<file path="config.mk">
export PLATFORM = sky130hd
export DESIGN_NAME = bitpat_detect
export DESIGN_NICKNAME = d
export VERILOG_FILES = /design/src/rtl/bpd_pkg.sv /design/src/rtl/bpd_run_track.sv /design/src/rtl/bpd_hold.sv /design/src/rtl/bitpat_detect.sv
export SDC_FILE = /design/constraint.sdc
export NUM_CORES = 1
export LEC_CHECK = 0
export BUFFER_PORTS_ARGS = -buffer_cell sky130_fd_sc_hd__buf_2
export CAP_MARGIN = 10
export CORE_MARGIN = 2
export CORE_UTILIZATION = 45
export DETAILED_ROUTE_END_ITERATION = 10
export PLACE_DENSITY = 0.72
export SETUP_SLACK_MARGIN = 0.3
export SLEW_MARGIN = 40
export SYNTH_ARGS = -nofsm -noshare
export SYNTH_HDL_FRONTEND = slang
export SYNTH_SLANG_ARGS = --single-unit
</file>
<file path="constraint.sdc">
create_clock -name clk -period 6.2 [get_ports clk]
set_clock_uncertainty 0.15 [all_clocks]
set_input_delay 0 -clock clk [delete_from_list [all_inputs] [get_ports clk]]
set_output_delay 0 -clock clk [all_outputs]
set_load 0.05 [all_outputs]
</file>
<file path="src/rtl/bpd_pkg.sv">
package bpd_pkg;
   typedef enum logic {
      PAT_MARK = 1'b0,
      PAT_ALT  = 1'b1
   } pat_kind_e;
endpackage

</file>
<file path="src/rtl/bpd_run_track.sv">
module bpd_run_track #(
   parameter bpd_pkg::pat_kind_e KIND = bpd_pkg::PAT_MARK,
   parameter int QUAL = 32
) (
   input  logic clk,
   input  logic rst_n,
   input  logic clr,
   input  logic stb,
   input  logic bit_in,
   output logic hit
);
   localparam int CW = $clog2(QUAL + 1);
   localparam logic [CW-1:0] QMAX = CW'(QUAL);

   logic [CW-1:0] run_q, run_d, run_inc;
   logic          prev_q;

   generate
      if (QUAL < 2) begin : g_bad_qual
         $error("bpd_run_track: QUAL must be at least 2");
      end
   endgenerate

   assign run_inc = (run_q == QMAX) ? run_q : run_q + CW'(1);

   generate
      if (KIND == bpd_pkg::PAT_MARK) begin : g_mark
         always_comb run_d = bit_in ? run_inc : '0;
      end else begin : g_alt
         always_comb begin
            if (run_q == '0)          run_d = CW'(1);
            else if (bit_in != prev_q) run_d = run_inc;
            else                       run_d = CW'(1);
         end
      end
   endgenerate

   always_ff @(posedge clk) begin
      if (!rst_n || clr) begin
         run_q  <= '0;
         prev_q <= 1'b0;
      end else if (stb) begin
         run_q  <= run_d;
         prev_q <= bit_in;
      end
   end

   assign hit = stb && !clr && (run_d == QMAX);

   assert_run_bound_R8: assert property (@(posedge clk) disable iff (!rst_n)
      run_q <= QMAX);
   assert_clear_run_R6: assert property (@(posedge clk) disable iff (!rst_n)
      clr |=> (run_q == '0));
   assert_idle_hold_R7: assert property (@(posedge clk) disable iff (!rst_n)
      (!stb && !clr) |=> $stable(run_q));

   generate
      if (KIND == bpd_pkg::PAT_MARK) begin : g_mark_chk
         assert_zero_restart_R4: assert property (@(posedge clk) disable iff (!rst_n)
            (stb && !clr && !bit_in) |=> (run_q == '0));
      end else begin : g_alt_chk
         assert_alt_nonempty_R4: assert property (@(posedge clk) disable iff (!rst_n)
            (stb && !clr) |=> (run_q != '0));
      end
   endgenerate
endmodule

</file>
<file path="src/rtl/bpd_hold.sv">
module bpd_hold #(
   parameter int HOLD = 12
) (
   input  logic clk,
   input  logic rst_n,
   input  logic clr,
   input  logic stb,
   input  logic hit,
   output logic flag
);
   localparam int HW = $clog2(HOLD + 1);
   localparam logic [HW-1:0] HMAX = HW'(HOLD);

   logic [HW-1:0] hold_q;

   generate
      if (HOLD < 1) begin : g_bad_hold
         $error("bpd_hold: HOLD must be at least 1");
      end
   endgenerate

   always_ff @(posedge clk) begin
      if (!rst_n || clr)                hold_q <= '0;
      else if (hit)                     hold_q <= HMAX;
      else if (stb && hold_q != '0)     hold_q <= hold_q - HW'(1);
   end

   assign flag = (hold_q != '0);

   assert_hit_sets_R2: assert property (@(posedge clk) disable iff (!rst_n)
      hit |=> flag);
   assert_clear_flag_R6: assert property (@(posedge clk) disable iff (!rst_n)
      clr |=> !flag);
   assert_idle_stable_R7: assert property (@(posedge clk) disable iff (!rst_n)
      (!stb && !clr) |=> $stable(hold_q));
   assert_fall_on_strobe_R5: assert property (@(posedge clk) disable iff (!rst_n)
      $fell(flag) |-> ($past(stb) || $past(clr)));
endmodule

</file>
<file path="src/rtl/bitpat_detect.sv">
module bitpat_detect #(
   parameter int QUAL_LEN  = 32,
   parameter int HOLD_BITS = 12
) (
   input  logic clk,
   input  logic rst_n,
   input  logic bit_stb,
   input  logic rx_bit,
   input  logic cfg_chg,
   output logic mark_det,
   output logic alt_det
);
   localparam int NDET = 2;

   logic [NDET-1:0] hit_v;
   logic [NDET-1:0] flag_v;

   generate
      for (genvar k = 0; k < NDET; k++) begin : g_det
         localparam bpd_pkg::pat_kind_e KK =
            (k == 0) ? bpd_pkg::PAT_MARK : bpd_pkg::PAT_ALT;
         bpd_run_track #(.KIND(KK), .QUAL(QUAL_LEN)) u_run (
            .clk(clk), .rst_n(rst_n), .clr(cfg_chg), .stb(bit_stb),
            .bit_in(rx_bit), .hit(hit_v[k]));
         bpd_hold #(.HOLD(HOLD_BITS)) u_hold (
            .clk(clk), .rst_n(rst_n), .clr(cfg_chg), .stb(bit_stb),
            .hit(hit_v[k]), .flag(flag_v[k]));
      end
   endgenerate

   assign mark_det = flag_v[0];
   assign alt_det  = flag_v[1];

   assert_reset_quiet_R1: assert property (@(posedge clk)
      !rst_n |=> (!mark_det && !alt_det));
   assert_rise_on_strobe_R3: assert property (@(posedge clk) disable iff (!rst_n)
      ($rose(alt_det) || $rose(mark_det)) |-> $past(bit_stb));
   assert_exclusive_R2: assert property (@(posedge clk) disable iff (!rst_n)
      !(hit_v[0] && hit_v[1]));
endmodule

</file>
==> results.toml <==
[place]
gp_congestion = 0.855
dpl_worst_slack_ns = 4.11
post-dp-hpwl_um = 2170
place_inst = 208
dpl_cell_area_um2 = 1440
io_buffers = 6

[setup_path]
crit_chain = "inv_1 > ha_1 > or4b_4 > mux2_4 > o211a_4 > o2111a_1 > dlygate4sd3_1"
slowest_stage = "dlygate4sd3_1"
worstReg2RegStart = "g_det[1].u_run.run_q[0]"
critPathRequiredTime_ns = 6.26
cp_num_buf_inv = 2
critPathKind = "reg2reg"
crit_cells = 7
cp-end-kind = "flop"
ff2ff_path_depth = 7
path_max_fanout = 7
cp-start-kind = "flop"
critical-path-max-stage-delay_ns = 0.56
worstPathArrival_ns = 2.73
reg2reg_slack_ns = 3.52
startpoint = "g_det[1].u_run.run_q[0]"
critical-path-top-delay-family = "buffers and inverters"
r2r_end = "g_det[1].u_hold.hold_q[3]"

[yosys]
synth_adder_area_share_pct = 7.09
yosysWarnings = 0
synth.avg_cell_area_um2 = 8.45
syn-num-nets = 180
synthXorXnorAreaFrac_pct = 3.72
ys_ff_latch = 21
synth_top_area_share_pct = 29.8
synth-edff-count = 0
muxShareOfSynthArea_pct = 2.66
ys_async_sr_fraction_pct = 0
synth_commonest_cells = "21 x dfxtp_1, 13 x a21oi_1, 13 x inv_1"
ys_seq_area_share_pct = 29.8
synth_compound_area_share_pct = 28.4
synthTopCellsByArea = "dfxtp_1 30%, ha_1 7.1%, a21oi_1 4.6%, inv_1 3.5%, nand2_1 3.2%"
ys_types = 48
synth_top_family_by_area = "compound AO/OA/AOI/OAI gates"
synth_top_area_cell = "dfxtp_1"
yosysMostFrequentCell = "dfxtp_1"
synth_cells = 167
yosys.area_share.simple_pct = 20.8
synth_area_um2 = 1410
ys.flop_type = "dfxtp_1"

[clocking]
clock_latency_ns = 0.30
clkTransAtPathRegs_ns = 0.12
cts_buffers = 3
cts_sinks = 21
cts_root_buffer = "clkbuf_4"
htreeDepth = 1
cts_resized = 0
cts_tree = "built"
clockBufferDepth = 2
cts_hold_buf = 5
cts_setup_buffers = 0

[cells_and_area]
nets = 187
fin_area_um2 = 1520
ff_latch_area_um2 = 420
drive_gt1_share_pct = 14.5
multi_input_area_um2 = 885
fillerInstances = 297
syn2layout_area_growth_pct = 7.36
fin_cells = 217
diodes = 0

[sta]
max_slew_margin_pct = 51.7
final.setup.tns_ns = 0
fin_crit_ns = 2.68
rsz0062_at_grt = "false"
fin_ws_ns = 3.52
max_freq_mhz = 374
holdWs_ns = 0.340
fin_crit_sh_pct = 43.2
setup_viol = 0
worst_slew_pin_slew_ns = 0.723
finalHoldViolations = 0
slew_viol_final = 0

[global_route]
grt_pass1_wl_um = 4710
grt_max_degree = 21
first_global_vias = 1106
antenna_found_initial = 0
track_usage_pct = 17.3
gr-total-overflow = 0

[worst_hold_path]
hold_depth = 2
holdPathEnd = "g_det[1].u_run.prev_q"
hp-start = "g_det[1].u_run.prev_q"
worstHoldPathType = "reg2reg"

[floorplanning]
io_pins = 7
dieArea_um2 = 3600
row_count = 20
initial_utilization_pct = 46.6
core_area_um2 = 3030
die_y_um = 60.0
die_x_um = 60.0

[detailed_routing]
drt-pass1-iter-count = 4
wl_met1_um = 1380
drc = 0
viasPerCell = 5.81
met2_length_um = 1500
routedWlPerCell_um = 13.9
route.met3.wl_um = 104
drtAntennaViolNets = 0
routed_wl_um = 3010
highest_layer = "met4"
drt_iter0_drc = 79
vias = 1260

[pwr]
p_leak_uw = 0.000579
p_per_area_nw_per_um2 = 151
vdd_ir_drop_max_mv = 0.117

[job]
drv_cap = 0

[status]
status = "complete, no violations"
-- worst min-delay path, stage by stage (launching register included) --
cell	delay (ns)
dfxtp_1	0.34
nand2_1	0.06
a21oi_1	0.06
-- registers in the layout (all words and copies together), names as in the netlist --
signal	count
g_det.u_hold.hold_q	8
g_det.u_run.run_q	12
g_det.u_run.prev_q	1
-- area by class of cell --
class | instances | area share [%]
repair buffers | 11 | 5.28
clock buffers | 4 | 1.73
inverters | 13 | 3.22
flip-flops and latches | 21 | 27.7
well taps | 44 | 3.63
multi-input cells | 124 | 58.4
-- stage by stage --
stage               total power (uW)  util (%)
floorplan                        157         -
detailed placement               162      47.5
finish                           228      50.0
global placement                 161      47.5
CTS                              232      50.0
global route                     239      50.0
-- cells in the final DEF, fill, tap and decap left out, types with 3 or more instances in the layout --
cell,Yosys,layout
inv_1,13,13
a21oi_1,13,13
nand3_1,4,4
a22oi_1,3,3
nor2_1,10,10
o22ai_1,3,3
nor3_1,8,8
o21ai_0,5,5
ha_1,8,8
buf_2,1,6
dfxtp_1,21,21
nor4b_1,3,3
a311oi_1,3,3
nand2_1,12,12
xnor2_1,4,4
dlygate4sd3_1,0,5
o21a_1,5,5
a211oi_1,3,3
clkbuf_4,0,3
-- report_power, final --
part / switching (uW) / internal, uW / total [uW]
logic: 14.4 / 9.33 / 23.7
registers: 1.33 / 136 / 137
clock network: 42.5 / 25.1 / 67.6
-- cell families after synthesis --
group | count (synthesis)
fa+ha+maj | 8
xor+xnor | 6
buf+inv | 22
compound gates | 54
flops | 21
mux | 3
simple gates | 53
-- layer usage --
layer	vias up	GRT usage, %
li1	631	-
met1	590	20.8
met2	33	30.1
met3	6	4.11
met4	0	5.71
met5	-	0
-- how the worst max path moves through the flow --
| stage | endpoint | slack [ns] |
|---|---|---|
| finish | g_det[1].u_hold.hold_q[3] | 3.52 |
| global route | g_det[1].u_hold.hold_q[3] | 3.45 |
| CTS | g_det[1].u_hold.hold_q[3] | 3.55 |
| detailed placement | g_det[1].u_hold.hold_q[3] | 4.11 |
| global placement | g_det[1].u_hold.hold_q[3] | 4.16 |
| floorplan | g_det[1].u_hold.hold_q[3] | 4.13 |
Power figures use the tool's default switching activity.
